[src/rtl/sram_dp_pkg.sv]
package sram_dp_pkg;

    typedef enum logic [1:0] {
        OP_IDLE  = 2'd0,
        OP_READ  = 2'd1,
        OP_WRITE = 2'd2
    } cyc_op_e;

    typedef enum logic [2:0] {
        S_OFF       = 3'd0,
        S_WR_IDLE   = 3'd1,
        S_WR_TAIL   = 3'd2,
        S_RD_FIRST  = 3'd3,
        S_RD_STREAM = 3'd4
    } out_state_e;

endpackage

[src/rtl/sram_cmd_decode.sv]
module sram_cmd_decode
    import sram_dp_pkg::*;
#(
    parameter int LANES = 4
) (
    input  logic             chip_sel_i,
    input  logic             sleep_i,
    input  logic             bw_en_i,
    input  logic [LANES-1:0] lane_sel_i,
    input  logic             glob_wr_i,
    output cyc_op_e          op_o,
    output logic [LANES-1:0] wr_mask_o
);

    always_comb begin
        op_o      = OP_IDLE;
        wr_mask_o = '0;
        if (chip_sel_i && !sleep_i) begin
            if (glob_wr_i) begin
                op_o      = OP_WRITE;
                wr_mask_o = '1;
            end else if (bw_en_i && (|lane_sel_i)) begin
                op_o      = OP_WRITE;
                wr_mask_o = lane_sel_i;
            end else begin
                op_o = OP_READ;
            end
        end
    end

endmodule

[src/rtl/sram_out_fsm.sv]
module sram_out_fsm
    import sram_dp_pkg::*;
(
    input  logic    clk,
    input  logic    rst_n,
    input  logic    pipe_mode_i,
    input  cyc_op_e op_i,
    output logic    timing_rd_o
);

    out_state_e state_q, state_d;
    logic       rd_now;
    logic       ft_rd, pl_rd;

    assign rd_now = (state_q == S_RD_FIRST) || (state_q == S_RD_STREAM);

    always_comb begin
        state_d = S_OFF;
        unique case (op_i)
            OP_IDLE:  state_d = S_OFF;
            OP_WRITE: state_d = rd_now ? S_WR_TAIL   : S_WR_IDLE;
            OP_READ:  state_d = rd_now ? S_RD_STREAM : S_RD_FIRST;
            default:  state_d = S_OFF;
        endcase
    end

    always_ff @(posedge clk) begin
        if (!rst_n) begin
            state_q <= S_OFF;
        end else begin
            state_q <= state_d;
        end
    end

    always_comb begin
        ft_rd = 1'b0;
        pl_rd = 1'b0;
        unique case (state_q)
            S_OFF:       begin ft_rd = 1'b0; pl_rd = 1'b0; end
            S_WR_IDLE:   begin ft_rd = 1'b0; pl_rd = 1'b0; end
            S_WR_TAIL:   begin ft_rd = 1'b0; pl_rd = 1'b1; end
            S_RD_FIRST:  begin ft_rd = 1'b1; pl_rd = 1'b0; end
            S_RD_STREAM: begin ft_rd = 1'b1; pl_rd = 1'b1; end
            default:     begin ft_rd = 1'b0; pl_rd = 1'b0; end
        endcase
        timing_rd_o = pipe_mode_i ? pl_rd : ft_rd;
    end

    // a sampled deselect ends the read timing right after its edge
    p_desel_cut_r6: assert property (@(posedge clk) disable iff (!rst_n)
        (op_i == OP_IDLE) |=> !timing_rd_o);

    // flow-through read is presented in the cycle after its edge
    p_flow_lat_r4: assert property (@(posedge clk) disable iff (!rst_n)
        (!pipe_mode_i && op_i == OP_READ) |=> timing_rd_o);

    // pipelined read is not presented in the cycle after its edge
    p_pipe_fill_r5: assert property (@(posedge clk) disable iff (!rst_n)
        (pipe_mode_i && op_i == OP_READ && !rd_now) |=> !timing_rd_o);

    // a write right after a pipelined read keeps that read on the port
    p_pipe_tail_r12: assert property (@(posedge clk) disable iff (!rst_n)
        (pipe_mode_i && op_i == OP_READ) ##1 (op_i == OP_WRITE) |=> timing_rd_o);

endmodule

[src/rtl/sram_lane_bank.sv]
module sram_lane_bank #(
    parameter int LANE_W = 9,
    parameter int DEPTH  = 16,
    localparam int AW    = $clog2(DEPTH)
) (
    input  logic              clk,
    input  logic              we_i,
    input  logic [AW-1:0]     waddr_i,
    input  logic [LANE_W-1:0] wdata_i,
    input  logic [AW-1:0]     raddr_i,
    output logic [LANE_W-1:0] rdata_o
);

    logic [LANE_W-1:0] cells [DEPTH];

    always_ff @(posedge clk) begin
        if (we_i) begin
            cells[waddr_i] <= wdata_i;
        end
    end

    assign rdata_o = cells[raddr_i];

endmodule

[src/rtl/sram_out_stage.sv]
module sram_out_stage #(
    parameter int W = 36
) (
    input  logic         clk,
    input  logic         rst_n,
    input  logic         pipe_mode_i,
    input  logic [W-1:0] flow_data_i,
    input  logic         timing_rd_i,
    input  logic         out_en_i,
    input  logic         sleep_i,
    output logic [W-1:0] rdata_o,
    output logic         drive_o,
    output logic         rvalid_o
);

    logic [W-1:0] pipe_q;

    always_ff @(posedge clk) begin
        if (!rst_n) begin
            pipe_q <= '0;
        end else begin
            pipe_q <= flow_data_i;
        end
    end

    assign rvalid_o = timing_rd_i && !sleep_i;
    assign drive_o  = rvalid_o && out_en_i;
    assign rdata_o  = drive_o ? (pipe_mode_i ? pipe_q : flow_data_i) : '0;

    // output enable low blanks the port
    p_oe_blank_r7: assert property (@(posedge clk) disable iff (!rst_n)
        !out_en_i |-> (!drive_o && rdata_o == '0));

endmodule

[src/rtl/sync_sram_dp.sv]
module sync_sram_dp
    import sram_dp_pkg::*;
#(
    parameter int LANES  = 4,
    parameter int LANE_W = 9,
    parameter int DEPTH  = 16,
    localparam int W     = LANES * LANE_W,
    localparam int AW    = $clog2(DEPTH)
) (
    input  logic             clk,
    input  logic             rst_n,
    input  logic             pipe_mode,
    input  logic             chip_sel,
    input  logic [AW-1:0]    addr,
    input  logic             bw_en,
    input  logic [LANES-1:0] lane_sel,
    input  logic             glob_wr,
    input  logic [W-1:0]     wdata,
    input  logic             out_en,
    input  logic             sleep,
    output logic [W-1:0]     rdata,
    output logic             rdata_drive,
    output logic             rvalid
);

    cyc_op_e          op;
    logic [LANES-1:0] wr_mask;
    logic [AW-1:0]    cap_addr;
    logic [W-1:0]     flow_data;
    logic             timing_rd;

    sram_cmd_decode #(.LANES(LANES)) dec_i (
        .chip_sel_i (chip_sel),
        .sleep_i    (sleep),
        .bw_en_i    (bw_en),
        .lane_sel_i (lane_sel),
        .glob_wr_i  (glob_wr),
        .op_o       (op),
        .wr_mask_o  (wr_mask)
    );

    always_ff @(posedge clk) begin
        if (!rst_n) begin
            cap_addr <= '0;
        end else begin
            cap_addr <= addr;
        end
    end

    for (genvar g = 0; g < LANES; g++) begin : g_lane
        sram_lane_bank #(.LANE_W(LANE_W), .DEPTH(DEPTH)) bank_i (
            .clk     (clk),
            .we_i    (wr_mask[g]),
            .waddr_i (addr),
            .wdata_i (wdata[g*LANE_W +: LANE_W]),
            .raddr_i (cap_addr),
            .rdata_o (flow_data[g*LANE_W +: LANE_W])
        );
    end

    sram_out_fsm fsm_i (
        .clk         (clk),
        .rst_n       (rst_n),
        .pipe_mode_i (pipe_mode),
        .op_i        (op),
        .timing_rd_o (timing_rd)
    );

    sram_out_stage #(.W(W)) out_i (
        .clk         (clk),
        .rst_n       (rst_n),
        .pipe_mode_i (pipe_mode),
        .flow_data_i (flow_data),
        .timing_rd_i (timing_rd),
        .out_en_i    (out_en),
        .sleep_i     (sleep),
        .rdata_o     (rdata),
        .drive_o     (rdata_drive),
        .rvalid_o    (rvalid)
    );

    // no lane is written on an edge that samples sleep
    p_sleep_nowrite_r8: assert property (@(posedge clk) disable iff (!rst_n)
        sleep |-> (wr_mask == '0));

    // global write enables every lane regardless of byte controls
    p_glob_all_r2: assert property (@(posedge clk) disable iff (!rst_n)
        (chip_sel && !sleep && glob_wr) |-> (wr_mask == '1));

    // byte enable with an empty mask is not a write
    p_empty_mask_r3: assert property (@(posedge clk) disable iff (!rst_n)
        (chip_sel && !glob_wr && lane_sel == '0) |-> (wr_mask == '0));

endmodule

[config.mk]
export PLATFORM = sky130hd
export DESIGN_NAME = sync_sram_dp
export DESIGN_NICKNAME = d
export VERILOG_FILES = /design/src/rtl/sram_dp_pkg.sv /design/src/rtl/sram_cmd_decode.sv /design/src/rtl/sram_out_fsm.sv /design/src/rtl/sram_lane_bank.sv /design/src/rtl/sram_out_stage.sv /design/src/rtl/sync_sram_dp.sv
export SDC_FILE = /design/constraint.sdc
export NUM_CORES = 1
export LEC_CHECK = 0
export BUFFER_PORTS_ARGS = -buffer_cell sky130_fd_sc_hd__buf_2
export CAP_MARGIN = 5
export CORE_ASPECT_RATIO = 1.4
export CORE_MARGIN = 1.5
export CORE_UTILIZATION = 55
export DETAILED_ROUTE_END_ITERATION = 16
export GPL_ROUTABILITY_DRIVEN = 1
export GPL_TIMING_DRIVEN = 0
export PLACE_DENSITY = 0.8
export SLEW_MARGIN = 0
export SYNTH_ARGS = -nofsm -noshare
export SYNTH_HDL_FRONTEND = slang
export SYNTH_SLANG_ARGS = --single-unit
[constraint.sdc]
create_clock -name clk -period 2.1 [get_ports clk]
set_input_delay 0.42 -clock clk [delete_from_list [all_inputs] [get_ports clk]]
set_output_delay 0.42 -clock clk [all_outputs]
set_load 0.02 [all_outputs]
## After elaboration in Yosys (flattened, before gate mapping)

Memory sizes are Yosys's and may differ from the RTL's. A register that Yosys moved wholly into a read port is not among the register bits.
Index checks and enable logic that the tools add are counted.

- Equal/unequal tests: 5
- Multiplexer cells: 26
- Reduce and logical (&&, ||, !) cells: 9

Operators with widths:

| cell | number |
|---|---|
| 2-to-1 mux 36 bit | 2 |
| 2-to-1 mux 4 bit | 7 |
| 2-to-1 mux 1 bit | 11 |
| 2-to-1 mux 2 bit | 4 |
| equality test 3 x 2 -> 1 bit (second input constant) | 2 |
| one-hot mux 3 bit (2 select lines) | 1 |
| logical AND 1 bit | 4 |
| OR reduction 2 bit | 2 |
| OR reduction 4 bit | 1 |
| equality test 3 bit (second input constant) | 1 |
| 2-to-1 mux 3 bit | 1 |
| equality test 2 x 1 -> 1 bit (second input constant) | 1 |
| equality test 2 bit (second input constant) | 1 |
| zero test 1 bit | 1 |
| logical OR 1 bit | 1 |

- Register bits: 39
- Memories kept: 4
- Output and inout bits: 38
- Bits in writable memories: 576

Memories:

| name | depth | bits a word | read ports | clocked after Yosys merged registers in | wr ports | line | text |
|---|---|---|---|---|---|---|---|
| g_lane[0].bank_i.cells | 16 | 9 | 1 | 1 | 1 | sram_lane_bank.sv:14 | `logic [LANE_W-1:0] cells [DEPTH];` |
| g_lane[1].bank_i.cells | 16 | 9 | 1 | 1 | 1 | sram_lane_bank.sv:14 |  |
| g_lane[2].bank_i.cells | 16 | 9 | 1 | 1 | 1 | sram_lane_bank.sv:14 |  |
| g_lane[3].bank_i.cells | 16 | 9 | 1 | 1 | 1 | sram_lane_bank.sv:14 |  |

## Longest topological paths before layout

Gate-level depths: netlist of the first run.

- Depth in word-level cells: 7
- Mapped depth: 7

## Cells and area by module

Synthesis of the first run repeated with hierarchy kept, for this count alone.

- Cell total of the unflattened synthesis: 1177
- Area total of the unflattened synthesis: 24352.1 um^2

Modules (own cells, without submodules):

| module | cells each | area an instance (um^2) | instances |
|---|---|---|---|
| sram_lane_bank | 245 | 5600.4 | 4 |
| sram_out_stage | 157 | 1569.0 | 1 |
| sram_out_fsm | 19 | 197.7 | 1 |
| sync_sram_dp | 8 | 105.1 | 1 |
| sram_cmd_decode | 13 | 78.8 | 1 |

## Worst setup path after synthesis of the first run

No wires, ideal clock.

- Path kind: register to output
- From: register with a tool-made name
- To: output rdata[10]
- Stages on the path, launching flop included: 7
- Slack: -120 ps
- Arrival: 1800 ps
- Cell sequence: dfxtp_1 > buf_6 > buf_2 > mux4_2 > mux2i_1 > nor3_1 > a211o_1

RTL lines:

| element | line | text |
|---|---|---|
| end, declared | sync_sram_dp.sv:21 | `output logic [W-1:0] rdata,` |

==> impl_metrics.py, run 1 <==
metrics = {
    "run_status": {
        "run_status": "finished, violations left",
        "violations": "negative setup slack",
    },
    "sta": {
        "finalCritPeriodShare_pct": 154.8,
        "fin_skew_ns": 0.01625,
        "max_slew_margin_pct": 17.95,
        "min_period_ns": 3.252,
        "slew_violations": 0,
        "fin_setup_tns_ns": -53.02,
        "hold_viol": 0,
        "worst_pin_slew_ns": 1.226,
        "max_freq_mhz": 307.5,
        "rsz0062_at_grt": "yes",
        "fin_ws_ns": -1.152,
        "setup_viol": 296,
    },
    "logic_synthesis": {
        "ys_seq_area_share_pct": 74.66,
        "synth.area.top_cells": "edfxtp_1 71%, mux4_2 13%, mux2i_1 4.5%",
        "synth_edf_count": 576,
        "yosysMostFrequentCell": "edfxtp_1",
        "synth_flop_cell": "edfxtp_1",
        "avgSynthCellArea_um2": 20.08,
        "yosysUniqueCellTypes": 30,
        "async_flop_share_pct": 0,
        "ys_warn_count": 0,
        "synthCells": 1211,
        "synthesis.nets": 1265,
        "synth-seq-cells": 619,
        "synth_top_area_share_pct": 71.12,
        "synth_top_cell_by_area": "edfxtp_1",
        "yosys-top-cells-count": "576 x edfxtp_1, 144 x mux4_2, 109 x mux2i_1",
        "synth_area_mm2": 0.02432,
    },
    "placement": {
        "dp_hpwl_um": 35920,
        "io_buffers": 89,
        "place.gp.congestion": 0.8485,
    },
    "global_route": {
        "grt-ovfl-total": 0,
        "grt_pass1_wl_um": 84750,
        "antenna_found_initial": 4,
        "grt_pass1_vias": 13240,
        "grt_max_degree": 17,
        "track_usage_pct": 25.95,
    },
    "die": {
        "rows": 91,
        "die_h_um": 251.8,
        "dieArea_mm2": 0.04551,
        "initial_core_util_pct": 55.48,
        "core-area_mm2": 0.04384,
        "io_pins": 90,
        "die_w_um": 180.7,
    },
    "finish": {
        "area_growth_pct": 18.67,
        "drive_above_1_share_pct": 37.07,
        "final_nets": 1451,
        "fin_util_pct": 65.83,
    },
    "clocking": {
        "cts_tree": "done",
        "max-clock-path-buffers": 3,
        "numCtsBuffers": 52,
        "root_buffer": "clkbuf_16",
        "cts_hold_buf": 0,
        "h-tree-depth": 2,
        "clock_latency_ns": 0.59,
        "cts_num_sinks": 619,
        "clk_pin_slew_ns": 0.07,
    },
    "critical_path": {
        "crit_chain": "buf_12 > buf_16 > buf_12 > buf_4 > mux4_2 > mux2i_1 > nor3_1 > a211o_1 > buf_2",
        "slowest_stage": "mux4_2",
        "cpPeakStageDelay_ns": 0.49,
        "worstPathMaxFanout": 10,
        "worst_path_most_repeated_cell": "buf_12",
        "start_kind": "register",
        "arrival_ns": 2.83,
        "timing_worst_setup_path_type": "register to output port",
        "end_kind": "output port",
        "cp.required_ns": 1.68,
    },
    "power_and_ir_drop": {
        "peakVddDrop_v": 0.0006431,
        "power_mw": 24.99,
        "p_per_area_mw_per_mm2": 865.8,
        "cellLeakagePower_nw": 9.438,
    },
    "route": {
        "postRouteWirelength_um": 63470,
        "drt_iter0_markers": 1722,
        "ant_nets": 0,
        "drc": 0,
        "vias_per_cell": 6.665,
        "drt_first_pass_iters": 5,
        "drt-wirelength-per-cell_um": 31.76,
        "vias": 13320,
    },
    "job": {
        "maxCapViolCount": 0,
    },
    "worst_hold_path": {
        "hold_class": "primary input to register",
    },
}
[through the flow]
| step | instances | area, um^2 | hold slack [ns] | setup WS (ns) |
|---|---|---|---|---|
| after floorplan | 1211 | 24390 | 0.5189 | -0.08353 |
| after global placement | 1858 | 25530 | 0.6143 | -1.548 |
| after detailed placement | 1858 | 25530 | 0.6530 | -1.629 |
| after CTS | 1962 | 27880 | 0.1397 | -1.079 |
| after global routing | 1998 | 28860 | 0.1584 | -1.191 |
| final | 1998 | 28860 | 0.1728 | -1.152 |
[layout make-up]
type	instances	area, um^2
antenna	2	5.005
buffer	69	695.7
clock buffer	80	1538
clock inverter	15	152.6
fill	2576	14980
inverter	6	22.52
multi-input combinational	516	6518
sequential	619	18160
tap	558	698.2
timing repair buffer	133	1066
[path summary, 6_finish.rpt]
path               startpoint          endpoint  slack (ns)  cells after the start
max                  register         rdata[26]       -1.15                      9
min                   addr[1]          register        0.17                      2
max reg2reg          register  out_i.pipe_q[35]       -0.10                      9
min reg2reg  fsm_i.state_q[0]  fsm_i.state_q[0]        0.66                      2
[state kept, by name, indices dropped and copies added (netlist names), named ones only]
| register | cells |
|---|---|
| g_lane.bank_i.cells | 576 |
| fsm_i.state_q | 3 |
| out_i.pipe_q | 36 |
[power by group]
part	leakage [nW]	switching [mW]	total, mW	internal, mW
clock network	0.827	4.25	9.65	5.40
registers	5.54	0.0521	13.7	13.6
logic	3.07	0.950	1.67	0.720
[worst max-delay path, delay by kind of cell (launching register included)]
family | cells | cell delay (ns)
AND/OR/NAND/NOR | 1 | 0.08
flip-flops | 1 | 0.37
buffers and inverters | 5 | 0.74
multiplexers | 2 | 0.77
AO/OA/AOI/OAI | 1 | 0.27
[cell usage in the layout (no fill, tap or decap), types with 9 or more instances in the layout]
cell / instances
a211o_1: 36
and2_1: 40
buf_12: 9
buf_2: 85
buf_4: 34
buf_6: 23
clkbuf_1: 25
clkbuf_16: 63
clkbuf_4: 11
clkbuf_8: 12
dfxtp_1: 40
edfxtp_1: 576
mux2i_1: 60
mux2i_2: 26
mux2i_4: 23
mux4_2: 144
nand2_1: 15
nor2_1: 17
nor2_2: 31
nor2_4: 21
nor3_1: 61
nor3_2: 11
[timing repair]
action	in CTS	in global routing
resized for setup	163	142
pin swaps	1	10
endpoints found under the setup margin	504	364
gates cloned	0	9
setup buffers	9	25
[cells by family after synthesis]
logic type / synth area share, %
buffers and inverters: 1.554
multiplexers: 17.82
AND/OR/NAND/NOR: 4.332
flip-flops: 74.66
AO/OA/AOI/OAI: 1.492
XOR/XNOR: 0.03602
adder cells (fa/ha/maj): 0.1029
[per-layer routing]
layer	track usage (%)	up-vias	share of wire, %
met5	0	-	0.038
met4	13.97	4	6.1
met3	4.951	260	10
met2	44.88	998	51
met1	30.97	6736	33
li1	-	5319	-
(Power assumes the default switching activity.)
==> inputs of run 2 (changes only) <==
--- a/config.mk
+++ b/config.mk
@@ -7,8 +7,8 @@
 export LEC_CHECK = 0
 export BUFFER_PORTS_ARGS = -buffer_cell sky130_fd_sc_hd__buf_2
 export CAP_MARGIN = 5
-export CORE_ASPECT_RATIO = 1.4
-export CORE_MARGIN = 1.5
+export CORE_ASPECT_RATIO = 0.7
+export CORE_MARGIN = 2
 export CORE_UTILIZATION = 55
 export DETAILED_ROUTE_END_ITERATION = 16
 export GPL_ROUTABILITY_DRIVEN = 1
==> impl_metrics.py, run 2 (synthesis gave the netlist of run 1 again) <==
metrics = {
    "placement": {
        "place.gp.congestion": 0.8184,
        "io_buffers": 89,
        "dpl_cell_area_mm2": 0.02558,
        "post-place-cells": 1894,
        "place_ws_ns": -1.285,
        "dp_hpwl_um": 36520,
    },
    "sta": {
        "slew_violations": 0,
        "setup_viol": 50,
        "max_slew_margin_pct": 23.53,
        "worst_pin_slew_ns": 1.143,
        "fin_skew_ns": 0.02429,
        "fin_setup_tns_ns": -37.22,
        "max_freq_mhz": 315.3,
        "hold_viol": 0,
        "hold_slack_ns": 0.1453,
        "finalCritPeriodShare_pct": 151.1,
        "rsz0062_at_grt": "yes",
        "fin_ws_ns": -1.072,
        "min_period_ns": 3.172,
    },
    "die": {
        "die_h_um": 179.9,
        "dieArea_mm2": 0.04594,
        "core-area_mm2": 0.04364,
        "die_w_um": 255.3,
        "initial_core_util_pct": 55.73,
        "io_pins": 90,
        "rows": 64,
    },
    "power_and_ir_drop": {
        "cellLeakagePower_nw": 9.401,
        "power_mw": 25.02,
        "p_per_area_mw_per_mm2": 866.6,
        "peakVddDrop_v": 0.0007583,
    },
    "clocking": {
        "h-tree-depth": 2,
        "clk_pin_slew_ns": 0.07,
        "numCtsBuffers": 53,
        "max-clock-path-buffers": 3,
        "clock_latency_ns": 0.60,
        "cts_hold_buf": 0,
        "cts_tree": "done",
        "root_buffer": "clkbuf_16",
        "cts_num_sinks": 619,
    },
    "route": {
        "ant_nets": 0,
        "vias_per_cell": 6.456,
        "drt_first_pass_iters": 7,
        "drt_iter0_markers": 1758,
        "postRouteWirelength_um": 60260,
        "drc": 0,
        "vias": 13150,
        "drt-wirelength-per-cell_um": 29.58,
    },
    "critical_path": {
        "arrival_ns": 2.75,
        "cp.required_ns": 1.68,
        "worstPathMaxFanout": 5,
        "r2r_slack_ns": -0.04,
        "timing_worst_setup_path_type": "register to output port",
        "rr_endpoint": "out_i.pipe_q[18]",
        "worst_r2r_path_depth": 9,
        "end_kind": "output port",
        "start_kind": "register",
    },
    "worst_hold_path": {
        "hold_class": "primary input to register",
        "min-delay-start": "addr[0]",
        "hold_depth": 2,
    },
    "finish": {
        "finalNonFillerCells": 2037,
        "largest_reg_flops": 576,
        "fin_util_pct": 66.15,
        "area_growth_pct": 18.71,
        "drive_above_1_share_pct": 37.34,
        "layout_common_cells": "576 x edfxtp_1, 144 x mux4_2, 85 x buf_2",
        "top_register": "g_lane.bank_i.cells",
        "final_area_mm2": 0.02887,
        "reg_top3": "g_lane.bank_i.cells (576), out_i.pipe_q (36), fsm_i.state_q (3)",
        "final_nets": 1447,
        "layout_commonest_cell": "edfxtp_1",
    },
    "run_status": {
        "violations": "negative setup slack",
        "run_status": "finished, violations left",
    },
    "global_route": {
        "antenna_found_initial": 6,
        "grt_pass1_wl_um": 86000,
        "grt-ovfl-total": 0,
        "grt_max_degree": 17,
        "track_usage_pct": 25.59,
        "grt_pass1_vias": 13170,
    },
    "job": {
        "maxCapViolCount": 0,
    },
}
-- run 2: cell types whose count changed in the layout (fill, tap and decap cells not counted), moves of 6 or more --
cell,delta
mux2i_2,+17
clkbuf_8,-10
clkinv_1,+9
buf_4,-10
mux2i_1,-11
mux2i_4,-6
-- run 2: repair_timing --
item	in CTS	in global routing
gates resized for setup	188	125
setup endpoints to repair	390	321
pin swaps	1	8
cloned	4	6
buffers inserted	16	13
-- run 2: worst max path at each step --
stage                    from   endpoint  slack, ns  cells after the start
floorplan            register   rdata[2]      -0.08                      7
detailed placement  pipe_mode  rdata[11]      -1.28                      8
CTS                  register  rdata[14]      -1.08                      7
global route         register  rdata[13]      -1.12                      8
global placement    pipe_mode  rdata[13]      -1.28                      8
finish               register  rdata[13]      -1.07                      8
-- run 2: area by class of cell --
| type | instances | area (um^2) |
|---|---|---|
| flip-flops and latches | 619 | 18170 |
| fillers | 2688 | 14770 |
| multi-input cells | 516 | 6510 |
| clock buffers | 69 | 1449 |
| repair buffers | 127 | 1018 |
| well taps | 594 | 743.2 |
| plain buffers | 70 | 688.2 |
| clock inverters | 31 | 252.7 |
| inverters | 6 | 25.02 |
| diodes | 5 | 12.51 |
-- run 2: power breakdown --
group	switching (mW)	internal, mW	total, mW
logic	0.918	0.717	1.63
clock network	4.36	5.36	9.72
registers	0.0477	13.6	13.7
total	5.32	19.7	25.0
-- run 2: routing by layer --
| metal | vias up | GRT usage (%) | wire length (um) |
|---|---|---|---|
| met5 | - | 0 | 15 |
| met4 | 2 | 8.800 | 1786 |
| met3 | 126 | 4.851 | 5797 |
| met2 | 868 | 39.78 | 29060 |
| met1 | 6816 | 37.00 | 23600 |
| li1 | 5339 | - | - |
-- run 2: worst max-delay path: stages (launching register included) --
cell and delay [ns]:
dfxtp_4 0.38, clkbuf_16 0.17, clkbuf_16 0.18, buf_12 0.14, mux4_2 0.55, mux2i_4 0.21
nor3_1 0.07, a211o_1 0.27, buf_2 0.17
==> inputs of run 3 (changes only) <==
--- a/config.mk
+++ b/config.mk
@@ -6,7 +6,6 @@
 export NUM_CORES = 1
 export LEC_CHECK = 0
 export BUFFER_PORTS_ARGS = -buffer_cell sky130_fd_sc_hd__buf_2
-export CAP_MARGIN = 5
 export CORE_ASPECT_RATIO = 0.7
 export CORE_MARGIN = 2
 export CORE_UTILIZATION = 55
@@ -14,7 +13,8 @@
 export GPL_ROUTABILITY_DRIVEN = 1
 export GPL_TIMING_DRIVEN = 0
 export PLACE_DENSITY = 0.8
-export SLEW_MARGIN = 0
+export RECOVER_POWER = 50
+export SLEW_MARGIN = 30
 export SYNTH_ARGS = -nofsm -noshare
 export SYNTH_HDL_FRONTEND = slang
 export SYNTH_SLANG_ARGS = --single-unit
==> impl_metrics.py, run 3 (synthesis gave the netlist of run 1 again) <==
metrics = {
    "finish": {
        "largest_reg_flops": 576,
        "finalNonFillerCells": 2025,
        "reg_top3": "g_lane.bank_i.cells (576), out_i.pipe_q (36), fsm_i.state_q (3)",
        "register_area_mm2": 0.01817,
        "layout_commonest_cell": "edfxtp_1",
        "final_nets": 1441,
        "multi_input_area_mm2": 0.006397,
        "final_area_mm2": 0.02854,
        "layout_common_cells": "576 x edfxtp_1, 144 x mux4_2, 72 x nor3_1",
        "nFillCells": 2750,
        "area_growth_pct": 17.36,
        "drive_above_1_share_pct": 34.20,
        "top_register": "g_lane.bank_i.cells",
    },
    "die": {
        "io_pins": 90,
        "initial_core_util_pct": 55.73,
        "die_w_um": 255.3,
        "rows": 64,
        "die_h_um": 179.9,
        "core-area_mm2": 0.04364,
        "dieArea_mm2": 0.04594,
    },
    "worst_hold_path": {
        "min-delay-start": "addr[0]",
        "hold_class": "primary input to register",
        "hold_depth": 2,
    },
    "clocking": {
        "cts_tree": "done",
        "numCtsBuffers": 53,
        "max-clock-path-buffers": 3,
        "h-tree-depth": 2,
        "cts_hold_buf": 0,
        "clk_pin_slew_ns": 0.07,
        "cts_num_sinks": 619,
        "root_buffer": "clkbuf_16",
        "clock_latency_ns": 0.60,
    },
    "run_status": {
        "run_status": "finished, violations left",
        "violations": "negative setup slack",
    },
    "global_route": {
        "grt-ovfl-total": 0,
        "track_usage_pct": 25.01,
        "grt_max_degree": 18,
        "grt_pass1_wl_um": 84390,
        "grt_pass1_vias": 12890,
        "antenna_found_initial": 6,
    },
    "route": {
        "ant_nets": 0,
        "drt_iter0_markers": 1495,
        "drc": 0,
        "vias_per_cell": 6.417,
        "drt-wirelength-per-cell_um": 28.93,
        "drt_first_pass_iters": 5,
        "vias": 12990,
        "postRouteWirelength_um": 58580,
    },
    "sta": {
        "setup_viol": 39,
        "max_slew_margin_pct": 35.45,
        "slew_violations": 0,
        "worst_pin_slew_ns": 0.9647,
        "hold_viol": 0,
        "fin_skew_ns": 0.02594,
        "fin_setup_tns_ns": -36.11,
        "rsz0062_at_grt": "yes",
        "fin_ws_ns": -1.040,
        "finalCritPeriodShare_pct": 149.5,
        "max_freq_mhz": 318.4,
        "min_period_ns": 3.140,
    },
    "critical_path": {
        "end_kind": "output port",
        "worst_r2r_path_depth": 9,
        "rr_endpoint": "out_i.pipe_q[9]",
        "arrival_ns": 2.72,
        "worstPathMaxFanout": 10,
        "cp.required_ns": 1.68,
        "r2r_slack_ns": -0.02,
        "start_kind": "register",
        "timing_worst_setup_path_type": "register to output port",
    },
    "placement": {
        "place.gp.congestion": 0.8184,
        "post-place-cells": 1894,
        "place_ws_ns": -1.341,
        "dpl_cell_area_mm2": 0.02565,
        "dp_hpwl_um": 36560,
        "io_buffers": 89,
    },
    "power_and_ir_drop": {
        "peakVddDrop_v": 0.0006734,
        "p_per_area_mw_per_mm2": 882.2,
        "cellLeakagePower_nw": 9.224,
        "power_mw": 25.18,
    },
    "job": {
        "maxCapViolCount": 0,
    },
}
run 3: what timing repair did:
action                     CTS  global route
cloned                       0             4
resized for setup          137           103
setup endpoints to repair  353           199
pin swaps                    0            11
setup buffers                9            21
run 3: worst max path at each step:
| stage | cells after the start | end | slack [ns] | start |
|---|---|---|---|---|
| floorplan | 7 | rdata[2] | -0.08 | register |
| global placement | 8 | rdata[13] | -1.28 | pipe_mode |
| detailed placement | 8 | rdata[13] | -1.34 | pipe_mode |
| CTS | 8 | rdata[2] | -1.07 | register |
| global route | 7 | rdata[33] | -1.11 | register |
| finish | 8 | rdata[33] | -1.04 | register |
run 3: power breakdown:
part | internal (mW) | leakage, nW | switching [mW] | total [mW]
Sequential | 13.6 | 5.54 | 0.0459 | 13.7
Clock | 5.66 | 0.839 | 4.33 | 9.99
Combinational | 0.648 | 2.84 | 0.879 | 1.53
Total | 19.9 | 9.22 | 5.25 | 25.2
run 3: critical path: stages (launching register included):
cell and delay, ns:
dfxtp_1 0.36, buf_8 0.19, buf_8 0.19, buf_6 0.20
mux4_2 0.35, mux2i_2 0.27, nor3_1 0.08, a211o_1 0.30
buf_2 0.17
run 3: layout make-up:
class	instances	share of cell area, %
Sequential cell	619	63.65
Multi-Input combinational cell	516	22.41
Clock buffer	68	4.879
Timing Repair Buffer	123	2.928
Tap cell	594	2.604
Buffer	68	2.218
Clock inverter	27	1.184
Inverter	6	0.08768
Antenna cell	4	0.03507
run 3: metrics by stage:
step                      hold WS, ns  utilization, %
after global routing           0.1573           65.40
after floorplan                0.5189               -
final                          0.1544           65.40
after global placement         0.6234           58.61
after detailed placement       0.6263           58.77
after CTS                      0.1350           63.92
run 3: routing by layer:
metal  vias to the layer above  GRT usage (%)  wire length, um  part of all wire (%)
li1                       5294              -                -                     -
met1                      6732          36.61            23410                    40
met5                         -              0               15                 0.026
met3                       144          4.822             5485                   9.4
met2                       822          38.89            27880                    48
met4                         2          7.435             1789                   3.1
